--- src/rtl/swallow_div_pkg.sv ---
package swallow_div_pkg;
    localparam int A_W   = 5;
    localparam int B_W   = 13;
    localparam int PC_W  = 6;
    localparam int MIN_B = 3;

    typedef struct packed {
        logic           sel;
        logic [A_W-1:0] a;
        logic [B_W-1:0] b;
    } div_cfg_t;

    typedef struct packed {
        logic [PC_W-1:0] pre;
        logic [A_W-1:0]  a_rem;
        logic [B_W-1:0]  b_rem;
        div_cfg_t        act;
        div_cfg_t        pend;
        logic            pend_v;
        logic            err;
        logic            pulse;
    } div_state_t;
endpackage

--- src/rtl/swd_modulus.sv ---
module swd_modulus
    import swallow_div_pkg::*;
#(
    parameter bit LOW_BAND = 1'b0
) (
    input  logic            sel,
    output logic [PC_W-1:0] p_low
);
    generate
        if (LOW_BAND) begin : g_low
            assign p_low = sel ? PC_W'(16) : PC_W'(8);
        end else begin : g_high
            assign p_low = sel ? PC_W'(32) : PC_W'(16);
        end
    endgenerate
endmodule

--- src/rtl/swd_legal.sv ---
module swd_legal
    import swallow_div_pkg::*;
(
    input  logic [A_W-1:0]  a,
    input  logic [B_W-1:0]  b,
    input  logic [PC_W-1:0] p_low,
    output logic            ok
);
    logic [B_W-1:0] a_x, p_x;

    assign a_x = B_W'(a);
    assign p_x = B_W'(p_low);
    // B floor, swallow not above main count, swallow below low modulus
    assign ok  = (b >= B_W'(MIN_B)) && (a_x <= b) && (a_x < p_x);
endmodule

--- src/rtl/swallow_div.sv ---
module swallow_div
    import swallow_div_pkg::*;
#(
    parameter bit          LOW_BAND = 1'b0,
    parameter int unsigned RST_B    = 15,
    parameter bit          RST_SEL  = 1'b0
) (
    input  logic           clk,
    input  logic           rst_n,
    input  logic           hold,
    input  logic           load,
    input  logic           mod_sel,
    input  logic [A_W-1:0] swallow_in,
    input  logic [B_W-1:0] main_in,
    output logic           div_out,
    output logic           cfg_err
);
    localparam logic [PC_W-1:0] RST_P =
        PC_W'(LOW_BAND ? (RST_SEL ? 16 : 8) : (RST_SEL ? 32 : 16));
    localparam div_cfg_t RST_CFG = '{sel: RST_SEL, a: '0, b: B_W'(RST_B)};
    localparam div_state_t RST_STATE = '{
        pre:    RST_P - PC_W'(1),
        a_rem:  '0,
        b_rem:  B_W'(RST_B),
        act:    RST_CFG,
        pend:   RST_CFG,
        pend_v: 1'b0,
        err:    1'b0,
        pulse:  1'b0
    };

    div_state_t      st_q, st_d;
    div_cfg_t        cfg_in, cfg_nxt;
    logic [PC_W-1:0] p_act, p_nxt, p_in;
    logic [A_W-1:0]  a_dec;
    logic            in_ok, cyc_end;

    assign cfg_in  = '{sel: mod_sel, a: swallow_in, b: main_in};
    assign cfg_nxt = st_q.pend_v ? st_q.pend : st_q.act;

    swd_modulus #(.LOW_BAND(LOW_BAND)) u_mod_act (.sel(st_q.act.sel), .p_low(p_act));
    swd_modulus #(.LOW_BAND(LOW_BAND)) u_mod_nxt (.sel(cfg_nxt.sel),  .p_low(p_nxt));
    swd_modulus #(.LOW_BAND(LOW_BAND)) u_mod_in  (.sel(mod_sel),      .p_low(p_in));

    swd_legal u_legal (
        .a     (swallow_in),
        .b     (main_in),
        .p_low (p_in),
        .ok    (in_ok)
    );

    always_comb begin
        st_d       = st_q;
        st_d.pulse = 1'b0;
        a_dec      = (st_q.a_rem != '0) ? st_q.a_rem - A_W'(1) : '0;
        cyc_end    = (st_q.pre == '0) && (st_q.b_rem == B_W'(1));

        if (hold || cyc_end) begin
            // load point: adopt the parked configuration and restart
            st_d.pulse  = !hold;
            st_d.act    = cfg_nxt;
            st_d.pend_v = 1'b0;
            st_d.a_rem  = cfg_nxt.a;
            st_d.b_rem  = cfg_nxt.b;
            st_d.pre    = (cfg_nxt.a != '0) ? p_nxt : p_nxt - PC_W'(1);
        end else if (st_q.pre == '0) begin
            // one prescaler period done: swallow first, then plain modulus
            st_d.a_rem = a_dec;
            st_d.b_rem = st_q.b_rem - B_W'(1);
            st_d.pre   = (a_dec != '0) ? p_act : p_act - PC_W'(1);
        end else begin
            st_d.pre = st_q.pre - PC_W'(1);
        end

        if (load) begin
            if (in_ok) begin
                st_d.pend   = cfg_in;
                st_d.pend_v = 1'b1;
                st_d.err    = 1'b0;
            end else begin
                st_d.err = 1'b1;
            end
        end
    end

    always_ff @(posedge clk or negedge rst_n) begin
        if (!rst_n) begin
            st_q <= RST_STATE;
        end else begin
            st_q <= st_d;
        end
    end

    assign div_out = st_q.pulse;
    assign cfg_err = st_q.err;
endmodule

--- config.mk ---
export PLATFORM = sky130hd
export DESIGN_NAME = swallow_div
export DESIGN_NICKNAME = d
export VERILOG_FILES = /design/src/rtl/swallow_div_pkg.sv /design/src/rtl/swd_modulus.sv /design/src/rtl/swd_legal.sv /design/src/rtl/swallow_div.sv
export SDC_FILE = /design/constraint.sdc
export NUM_CORES = 1
export LEC_CHECK = 0
export BUFFER_PORTS_ARGS = -buffer_cell sky130_fd_sc_hd__buf_2
export CELL_PAD_IN_SITES_DETAIL_PLACEMENT = 1
export CELL_PAD_IN_SITES_GLOBAL_PLACEMENT = 2
export CORE_ASPECT_RATIO = 1.1
export CORE_MARGIN = 4
export CORE_UTILIZATION = 39
export DETAILED_ROUTE_END_ITERATION = 8
export GPL_TIMING_DRIVEN = 0
export PLACE_DENSITY_LB_ADDON = 0.1
export SLEW_MARGIN = 15
export SYNTH_ARGS = -nofsm -noshare
export SYNTH_HDL_FRONTEND = slang
export SYNTH_SLANG_ARGS = --single-unit
--- constraint.sdc ---
create_clock -name clk -period 3.15 [get_ports clk]
set_input_delay 0.7875 -clock clk [delete_from_list [all_inputs] [get_ports clk]]
set_output_delay 0.7875 -clock clk [all_outputs]
set_load 0.05 [all_outputs]
# Yosys cells after proc, flatten, opt, wreduce, memory -nomap -nowiden
# Cells that the tools add are included.
[classes]
n_lt_le_gt_ge = 3
reduce_logical = 11
n_mux = 15
n_addsub = 5
eq_ne = 1
[op_table]
columns = ["cell", "n"]
rows = [
  ["6-bit two-way mux", 6],
  ["24-bit two-way mux", 1],
  ["19-bit two-way mux", 1],
  ["18-bit two-way mux", 1],
  ["6-bit by 1-bit subtractor with 6-bit output, second input constant", 3],
  ["5-bit nonzero test", 3],
  ["13-bit by 1-bit == test with 1-bit output, second input constant", 1],
  ["13-bit by 2-bit >= comparator with 1-bit output, second input constant", 1],
  ["5-bit by 13-bit <= comparator with 1-bit output", 1],
  ["13-bit by 1-bit subtractor with 13-bit output, second input constant", 1],
  ["6-bit zero test", 1],
  ["5-bit by 6-bit less-than comparator with 1-bit output", 1],
  ["5-bit two-way mux", 1],
  ["5-bit by 1-bit subtractor with 5-bit output, second input constant", 1],
  ["1-bit two-way mux", 4],
  ["1-bit logical AND", 3],
  ["2-bit two-way mux", 1],
  ["2-bit AND reduction", 1],
  ["2-bit nonzero test", 1],
  ["1-bit zero test", 1],
  ["1-bit logical OR", 1],
]
[word_totals]
output_inout_bits = 2
in_bits = 23
register_bits = 65

# Depth between registers and ports, before layout
# Gate-level depths: netlist of run 1.
[logic_depth]
ltp_word = 6
depth_mapped = 11
mapped_depth_nobuf = 11

# By module
# Synthesis of run 1 repeated with hierarchy kept, for this count alone.
[unflattened]
cells_unflattened = 368
area_unflattened_um2 = 3852.4
[by_module_without_submodules]
columns = ["module", "area_each_um2", "n_inst", "seq_area_each_um2", "cells_each"]
rows = [
  ["swallow_div", 3445.8, 1, 1646.6, 308],
  ["swd_legal", 271.5, 1, 0.0, 39],
  ["swd_modulus", 45.0, 3, 0.0, 7],
]

# Worst setup path after synthesis of run 1
# No wires, ideal clock.
[synth_path]
path_kind = "input-to-reg"
from = "input port main_in[3]"
to = "register st_q[10] (netlist bit)"
n_path_buf = 1
arrival_ns = 2.339
cell_stages = 8
slack_ns = 0.687
setup_ns = 0.125
path_cell_list = "inv_1 > ha_1 > and3_1 > o21ai_0 > nand3_1 > a21oi_1 > clkbuf_1 > mux2_2"
[synth_via]
elab_chain_len = 4
word_cells_on_any_way = 5
classes_between = "order compare: 2; reduce/logical: 3"
[synth_lines]
columns = ["element", "line_no", "source"]
rows = [
  ["from (decl)", "swallow_div.sv:14", "input logic [B_W-1:0] main_in,"],
  ["13-bit by 2-bit >= comparator with 1-bit output or 5-bit by 13-bit <= comparator with 1-bit output (tied branches)", "swd_legal.sv:14", "assign ok = (b >= B_W'(MIN_B)) && (a_x <= b) && (a_x < p_x);"],
  ["1-bit logical AND (*) (2 in series)", "swd_legal.sv:14", ""],
  ["2-bit AND reduction (no source line) (*)", "n/a", ""],
  ["to (signal assigned)", "swallow_div.sv:90", "st_q <= st_d;"],
  ["to (decl)", "swallow_div.sv:32", "div_state_t st_q, st_d;"],
]
# Mark *: on every way between the ends. The rest lies on a longest branch, timed or not.
# A chain may end at the register's enable or synchronous reset.

# Worst setup path after layout of run 1
[layout_path]
from = "register st_q[41] (netlist bit)"
to = "register st_q[29] (netlist bit)"
[layout_via]
elab_chain_len = 3
[layout_lines]
columns = ["element", "line_no", "source"]
rows = [
  ["13-bit by 1-bit == test with 1-bit output", "swallow_div.sv:56", "cyc_end = (st_q.pre == '0) && (st_q.b_rem == B_W'(1));"],
  ["1-bit logical AND", "swallow_div.sv:56", ""],
  ["1-bit logical OR", "swallow_div.sv:58", "if (hold || cyc_end) begin"],
]
# No other way between the ends.

==> Implementation_results.wiki, run 1 <==
{| class="wikitable"
! Metric !! Value
|-
| Run status || complete, no violations
|-
| Cts bufs inserted || 9
|-
| Final net count || 406
|-
| First-pass GRT wire length || 15300 µm
|-
| Measured slew at the worst slew-check pin || 0.693 ns
|-
| Area used by multi-input combinational logic || 0.00168 mm²
|-
| Post-CTS Setup Inserts || 0
|-
| PortBufs || 23
|-
| Number of setup violations in the final report || 0
|-
| Number of vias per cell after detailed routing || 5.50
|-
| Count of different cell masters after synthesis || 54
|-
| Clock insertion delay at the later pin of the skew report || 0.34 ns
|-
| Setup total negative slack || 0 ns
|-
| Initial core utilization || 40.9%
|-
| Post-synthesis to final-layout area growth || 15.2%
|-
| Count of final hold-check violations || 0
|-
| Area after DPL || 0.00377 mm²
|-
| Most used cells in the layout excluding fill and tap cells || 49 x dfrtp_1, 30 x nor2_1, 27 x buf_2
|-
| Required time of the critical path || 3.37 ns
|-
| Part of the total power dissipated in combinational logic || 23.9%
|-
| Fraction of synthesized area in multiplexers || 14.6%
|-
| Most common cell after layout, fill and taps aside || dfrtp_1
|-
| Maximum number of pins on one net before global-route repair || 54
|-
| Antenna Cells || 0
|-
| Post-synthesis area per instance || 10.4 µm²
|-
| Detail Route Antenna Nets || 0
|-
| Adder-cell area share of the yosys netlist || 3.94%
|-
| Yosys reg bits || 65
|-
| Clock Root Buffer || clkbuf_8
|-
| Final critical delay including setup and external delays || 2.71 ns
|-
| Fraction of the mapped netlist area in compound gates || 13.9%
|-
| Number of core rows || 35
|-
| Core ar. || 0.00854 mm²
|-
| Die height || 107 µm
|-
| Arrival time of data at the critical path endpoint || 2.94 ns
|-
| Critical Path End Type || flop
|-
| Main flop type after synthesis || dfrtp_1
|-
| Xor/xnor cell area share of the yosys netlist || 0.753%
|-
| All-layer global routing usage || 18.5%
|-
| Switching part of the total || 30.3%
|-
| Post-route clock skew || 0.0112 ns
|-
| HPWL after detailed placement || 6650 µm
|-
| H-tree depth || 3
|-
| Via count of the first global-routing pass || 2898
|-
| Post-route DRC || 0
|-
| Die area || 0.0105 mm²
|-
| P_leak || 1.75 nW
|-
| Design Area, Final || 0.00402 mm²
|-
| Last weighted congestion value of the routability-driven placer || 0.759
|-
| TritonCTS clock tree || done
|-
| Post-Synth Simple-Gate Area || 14.9%
|-
| Total grt overflow || 0
|-
| Maximum clock path buffer count || 2
|-
| Cell Pwr Density || 671 mW/mm²
|-
| Number of sinks on the clock net || 65
|-
| Setup repair after global routing missed its margin || false
|-
| Seq/Total Area, Yosys || 47.2%
|-
| Post-synth EDFFs || 0
|-
| Pre-Repair DR Iteration Count || 4
|-
| Clock transition at path regs || 0.08 ns
|-
| Rel. slew slack || 53.7%
|-
| Critical path type || flop to flop
|-
| Sum of routed wire length over all layers || 9000 µm
|-
| Psw || 818 µW
|-
| Number of warnings issued by yosys || 0
|-
| Post-synthesis cell area || 0.00349 mm²
|-
| Maximum achievable frequency || 369 MHz
|-
| Total of max-cap violations || 0
|-
| Routed length per placed instance || 18.4 µm
|-
| Initial antenna violation count || 0
|-
| Type of element launching the critical path || flop
|-
| Die span in x || 98.2 µm
|-
| Area occupied by registers || 0.00165 mm²
|-
| Largest vdd supply drop || 0.290 mV
|-
| Fraction of registers with async set/reset || 100%
|-
| Internal power || 1.88 mW
|-
| Ranking of synthesized cells by area || dfrtp_1 35%, dfstp_2 12%, mux2_2 7.4%, mux2i_1 4.6%, ha_1 3.9%
|-
| Iteration-0 DRC count of the detailed router || 79
|-
| Synthesized Nets || 371
|-
| Top-level port count || 25
|-
| Max-slew violation total from the final report || 0
|-
| Largest driver fanout on the critical path || 10
|-
| Area share of the largest cell type after synthesis || 35.1%
|-
| Final Cycle Share || 86.1%
|-
| Dominant combinational cell family by area after synthesis || simple AND/OR/NAND/NOR gates
|-
| Cell count after synthesis || 337
|-
| Sequential share of power || 43.5%
|-
| Clock network fraction of total power || 32.6%
|-
| Layout cells sized above 1 || 25.7%
|-
| Kind of path behind the tightest hold check || input port to asynchronous set/reset pin
|-
| Detailed-route via count || 2683
|-
| Area leader, netlist || dfrtp_1
|-
| Filler Cell Count || 966
|}
==> cells by family after synthesis <==
kind of cell | after synthesis
simple gates | 101
compound gates | 73
flops | 65
mux | 45
buf+inv | 39
fa+ha+maj | 11
xor+xnor | 3
==> power groups by stage <==
stage	sequential, mW	combinational, mW	clock (mW)
final	1.17	0.644	0.879
after CTS	1.17	0.650	0.903
after global routing	1.21	0.726	0.942
after detailed placement	1.19	0.645	0
after global placement	1.18	0.622	0
after floorplan	1.15	0.470	0
==> layer usage <==
metal,GRT usage [%],up-vias,routed length (µm)
met1,25.6,1347,4370
met4,5.07,0,92
li1,-,1290,-
met5,0,-,0
met3,3.06,7,220
met2,30.1,39,4320
==> path summary, 6_finish.rpt <==
| path | from | endpoint | slack, ns | depth (start not counted) |
|---|---|---|---|---|
| worst max register to register | st_q[41]$_DFFE_PN1P_ | st_q[29]$_DFFE_PN0P_ | 0.44 | 8 |
| max in group asynchronous | rst_n | st_q[6]$_DFFE_PN1P_ | 2.28 | 2 |
| worst min register to register | st_q[24]$_DFFE_PN1P_ | st_q[24]$_DFFE_PN1P_ | 0.49 | 1 |
| worst max-delay path | st_q[41]$_DFFE_PN1P_ | st_q[29]$_DFFE_PN0P_ | 0.44 | 8 |
| worst min-delay path | rst_n | st_q[54]$_DFFE_PN0P_ | 0.30 | 1 |
| min in group clk | st_q[24]$_DFFE_PN1P_ | st_q[24]$_DFFE_PN1P_ | 0.49 | 1 |
==> stage by stage <==
stage / power [mW] / cells / util, % / worst slack (ns) / hold slack, ns
final: 2.70 / 488 / 47.1 / 0.437 / 0.297
after detailed placement: 1.83 / 472 / 44.2 / 0.137 / 0.476
after global routing: 2.87 / 488 / 47.1 / 0.0984 / 0.291
after global placement: 1.80 / 471 / 43.9 / 0.139 / 0.472
after CTS: 2.72 / 488 / 47.1 / 0.295 / 0.284
after floorplan: 1.62 / 337 / - / 0.687 / 0.456
==> cells in the mapped netlist (4+ instances only) <==
library cell / n
nand2_1: 18
nand4_1: 4
dfrtp_1: 49
o22ai_1: 4
o21ai_0: 11
clkbuf_1: 10
o21a_1: 5
inv_1: 20
a22oi_1: 5
ha_1: 11
mux2i_1: 16
nand3_1: 8
nor3_1: 11
nand2b_1: 4
a211oi_1: 4
mux2_2: 23
buf_2: 5
mux2_4: 6
a21oi_1: 20
nor4_1: 6
dfstp_2: 16
o2bb2ai_1: 4
and3_1: 4
nor2_1: 30
==> layout make-up <==
class	instances	area share, %
flip-flops and latches	65	41.0
plain buffers	19	2.21
repair buffers	24	3.61
clock inverters	4	2.46
multi-input cells	233	41.8
clock buffers	12	3.61
well taps	111	3.45
inverters	20	1.87
==> worst max-delay path: stages, from the launching register on <==
cell and delay [ns]:
dfstp_2 0.60, ha_1 0.23, or3b_2 0.51, nor2_2 0.32, a21o_1 0.18, buf_4 0.19, nand2_4 0.09, buf_6 0.17
mux2_4 0.30
==> sequential cells by signal (all words and copies together) (netlist names) <==
| name | flops |
|---|---|
| cfg_err | 1 |
| div_out | 1 |
| st_q | 63 |
==> what timing repair did <==
| action | in CTS | in global routing |
|---|---|---|
| gates resized for setup | 0 | 1 |
| endpoints found under the hold margin | 0 | 0 |
| endpoints found under the setup margin | 0 | 2 |
| hold buffers | 0 | 0 |
(Power assumes the default switching activity.)
==> run 2, diff against run 1 <==
CORE_UTILIZATION = 40   (was 39)
SKIP_CTS_REPAIR_TIMING = 1   (was default)
SYNTH_HIERARCHICAL = 1   (was default)
==> run 2 against run 1 <==
  * Core utilization is 0.39 points lower
  * Cell count is 9.6% higher
  * Count of clock-buffer cells in the layout is 1 lower
  * Critical path depth is 1 lower
  * Register-to-register slack worse by 0.20 ns
  * Design area is 9.2% higher
  * Synthesized cell count is 9.2% higher
  * Combinational power is 0.8% lower
  * Die area is 7.0% higher
  * Non-clock buffer count is 10 higher
  * Flip-flop and latch count stayed put
  * Sequential share of layout area is 3.4 points lower
  * Largest cell class unchanged
==> Implementation_results.wiki, run 2 <==
{| class="wikitable"
! Metric !! Value
|-
| Die span in x || 102 µm (+3.4%)
|-
| Max-slew violation total from the final report || 0 (unchanged)
|-
| Largest vdd supply drop || 0.213 mV (-27%)
|-
| Crit Reg-Reg Startpoint || st_q[41]$_DFFE_PN1P_
|-
| Worst hold slack across all endpoints || 0.374 ns (+0.0772 ns)
|-
| Post-route DRC || 0 (unchanged)
|-
| Final Power || 2.60 mW (-3.6%)
|-
| Area used by multi-input combinational logic || 0.00196 mm² (+17%)
|-
| Via count of the first global-routing pass || 3052 (+5.3%)
|-
| Setup total negative slack || 0 ns (unchanged)
|-
| Synth top cells by count || 49 x dfrtp_1, 30 x mux2_2, 28 x inv_1
|-
| Clock transition at path regs || 0.08 ns (about the same)
|-
| Cell with the most instances after synthesis || dfrtp_1
|-
| Core ar. || 0.00940 mm² (+10%)
|-
| Fraction of synthesized area in multiplexers || 15.5% (+0.94 points)
|-
| DP Cell Count || 519 (+10%)
|-
| Reg2reg end || st_q[53]$_DFFE_PN0P_
|-
| Measured slew at the worst slew-check pin || 0.892 ns (+0.199 ns)
|-
| Count of final hold-check violations || 0 (unchanged)
|-
| Run status || complete, no violations
|-
| Maximum clock path buffer count || 2 (unchanged)
|-
| Cell count of the worst reg-to-reg path || 7 (-1)
|-
| Post-synthesis area per instance || 10.5 µm² (+1.1%)
|-
| Cell count after synthesis || 368 (+9.2%)
|-
| Adder-cell area share of the yosys netlist || 4.87% (+0.93 points)
|-
| Count of different cell masters after synthesis || 52 (-3.7%)
|-
| Met1 Wirelength || 4300 µm (-1.5%)
|-
| Initial antenna violation count || 0 (unchanged)
|-
| Number of core rows || 37 (+5.7%)
|-
| Post-route clock skew || 0.0154 ns (+0.00425 ns)
|-
| Post-Synth Simple-Gate Area || 13.7% (-1.2 points)
|-
| Final net count || 451 (+11%)
|-
| Number of warnings issued by yosys || 6 (+6)
|-
| Initial core utilization || 41.0% (+0.11 points)
|-
| Routed length per placed instance || 16.6 µm (-10%)
|-
| First-pass GRT wire length || 15400 µm (+0.23%)
|-
| Fraction of the mapped netlist area in compound gates || 11.1% (-2.8 points)
|-
| CP max stage delay || 0.58 ns (-0.02 ns)
|-
| Last weighted congestion value of the routability-driven placer || 0.777 (+2.4%)
|-
| Xor/xnor cell area share of the yosys netlist || 4.55% (+3.8 points)
|-
| HPWL after detailed placement || 6860 µm (+3.1%)
|-
| Final Cycle Share || 92.6% (+6.5 points)
|-
| Seq/Total Area, Yosys || 42.7% (-4.4 points)
|-
| Maximum achievable frequency || 343 MHz (-7.0%)
|-
| Die area || 0.0113 mm² (+7.0%)
|-
| Post-synthesis to final-layout area growth || 13.9%
|-
| Final critical delay including setup and external delays || 2.92 ns (+0.204 ns)
|-
| PortBufs || 24 (+4.3%)
|-
| Clock Root Buffer || clkbuf_8
|-
| Required time of the critical path || 3.37 ns (about the same)
|-
| Area leader, netlist || dfrtp_1
|-
| Clock insertion delay at the later pin of the skew report || 0.36 ns (+0.02 ns)
|-
| Maximum number of pins on one net before global-route repair || 35 (-35%)
|-
| Dominant combinational cell family by area after synthesis || multiplexers
|-
| Pre-Repair DR Iteration Count || 4 (unchanged)
|-
| All-layer global routing usage || 17.6% (-0.93 points)
|-
| Critical path type || flop to flop
|-
| Worst Setup Slack post-DPL || 0.253 ns (+0.116 ns)
|-
| Cell with the largest stage delay on the worst path || or4_4
|-
| Finished Layout Cells || 535 (+9.6%)
|-
| Most common cell after layout, fill and taps aside || dfrtp_1
|-
| Arrival time of data at the critical path endpoint || 3.13 ns (+0.19 ns)
|-
| CP Cell Sequence || ha_1 > or4b_1 > or4_4 > o21ba_2 > clkbuf_1 > a211oi_1 > a21oi_1
|-
| Flip-flop count of the largest register after layout || 63 (unchanged)
|-
| Sum of routed wire length over all layers || 8880 µm (-1.4%)
|-
| P_leak || 1.88 nW (+7.3%)
|-
| Top-level port count || 25 (unchanged)
|-
| Critical Path End Type || flop
|-
| Detailed-route via count || 2772 (+3.3%)
|-
| Layout cells sized above 1 || 29.9% (+4.2 points)
|-
| Iteration-0 DRC count of the detailed router || 56 (-29%)
|-
| Wire length on met3 || 180 µm (-18%)
|-
| Fraction of registers with async set/reset || 100% (unchanged)
|-
| Cts bufs inserted || 9 (unchanged)
|-
| Number of sinks on the clock net || 65 (unchanged)
|-
| H-tree depth || 3 (unchanged)
|-
| Cell Pwr Density || 592 mW/mm² (-12%)
|-
| Total of max-cap violations || 0 (unchanged)
|-
| Filler Cell Count || 1092 (+13%)
|-
| Register ranked first by flip-flop count || st_q
|-
| Top Metal Used || met4
|-
| Detail Route Antenna Nets || 0 (unchanged)
|-
| Main flop type after synthesis || dfrtp_1
|-
| TritonCTS clock tree || done
|-
| Area share of the largest cell type after synthesis || 31.8% (-3.3 points)
|-
| Setup repair after global routing missed its margin || false
|-
| Type of element launching the critical path || flop
|-
| Post-synth EDFFs || 0 (unchanged)
|-
| Kind of path behind the tightest hold check || input port to asynchronous set/reset pin
|-
| Antenna Cells || 0 (unchanged)
|-
| Number of setup violations in the final report || 0 (unchanged)
|-
| Worst setup slack after layout || 0.233 ns (-0.204 ns)
|-
| Largest driver fanout on the critical path || 10 (unchanged)
|-
| Number of vias per cell after detailed routing || 5.18 (-5.8%)
|-
| Total grt overflow || 0 (unchanged)
|-
| Most used cells in the layout excluding fill and tap cells || 49 x dfrtp_1, 30 x mux2_2, 28 x inv_1
|-
| Die height || 111 µm (+3.5%)
|-
| Ranking of synthesized cells by area || dfrtp_1 32%, dfstp_2 11%, mux2_2 8.8%, ha_1 4.9%, mux2_4 3.9%
|-
| Area occupied by registers || 0.00165 mm² (unchanged)
|-
| WL met2 || 4240 µm (-1.7%)
|-
| Yosys reg bits || 65 (unchanged)
|-
| Post-synthesis cell area || 0.00385 mm² (+10%)
|-
| Setup slack, reg-to-reg || 0.23 ns (-0.20 ns)
|-
| Rel. slew slack || 40.1% (-14 points)
|}
==> run 2: worst max path at each step <==
stage | start | endpoint | slack, ns | cells after the start
final | st_q[41]$_DFFE_PN1P_ | st_q[53]$_DFFE_PN0P_ | 0.23 | 7
after CTS | st_q[41]$_DFFE_PN1P_ | st_q[51]$_DFFE_PN0P_ | 0.25 | 7
after floorplan | st_q[41]$_DFFE_PN1P_ | st_q[28]$_DFFE_PN0P_ | 0.63 | 7
after global placement | st_q[41]$_DFFE_PN1P_ | st_q[53]$_DFFE_PN0P_ | 0.27 | 7
after global routing | st_q[59]$_DFF_PN1_ | st_q[59]$_DFF_PN1_ | 0.02 | 9
after detailed placement | st_q[41]$_DFFE_PN1P_ | st_q[51]$_DFFE_PN0P_ | 0.25 | 7
==> run 2: layout make-up <==
| class | count | share of cell area [%] |
|---|---|---|
| multi-input cells | 256 | 44.7 |
| clock inverters | 5 | 1.40 |
| plain buffers | 28 | 3.91 |
| well taps | 117 | 3.34 |
| inverters | 28 | 2.40 |
| clock buffers | 11 | 3.45 |
| repair buffers | 25 | 3.25 |
| flip-flops and latches | 65 | 37.5 |
==> run 2: per-stage QoR <==
stage	util, %	cell area, µm²
CTS	46.7	4390
detailed placement	44.4	4180
floorplan	-	3890
global route	46.7	4390
global placement	44.2	4150
finish	46.7	4390
==> run 2: worst max-delay path: cells and delay by family (launching register included) <==
kind            cells  cell delay, ns
compound gates      3            0.79
simple gates        2            1.01
buf+inv             1            0.27
fa+ha+maj           1            0.16
flops               1            0.55
==> run 2: where the power goes <==
part | leakage, nW | switching [mW] | internal [mW] | total [mW]
sequential | 0.741 | 0.145 | 1.05 | 1.20
clock | 0.110 | 0.350 | 0.414 | 0.765
combinational | 1.03 | 0.309 | 0.330 | 0.639
total | 1.88 | 0.805 | 1.80 | 2.60
==> run 2: kinds of logic after synthesis <==
| kind of cell | after synthesis |
|---|---|
| xor+xnor | 20 |
| mux | 51 |
| other cells | 3 |
| buf+inv | 56 |
| simple gates | 96 |
| flops | 65 |
| fa+ha+maj | 15 |
| compound gates | 62 |
==> run 2: metal layers <==
| layer | up-vias | GRT usage, % |
|---|---|---|
| li1 | 1380 | - |
| met1 | 1347 | 23.3 |
| met2 | 33 | 28.3 |
| met3 | 12 | 3.27 |
| met4 | 0 | 6.38 |
| met5 | - | 0 |
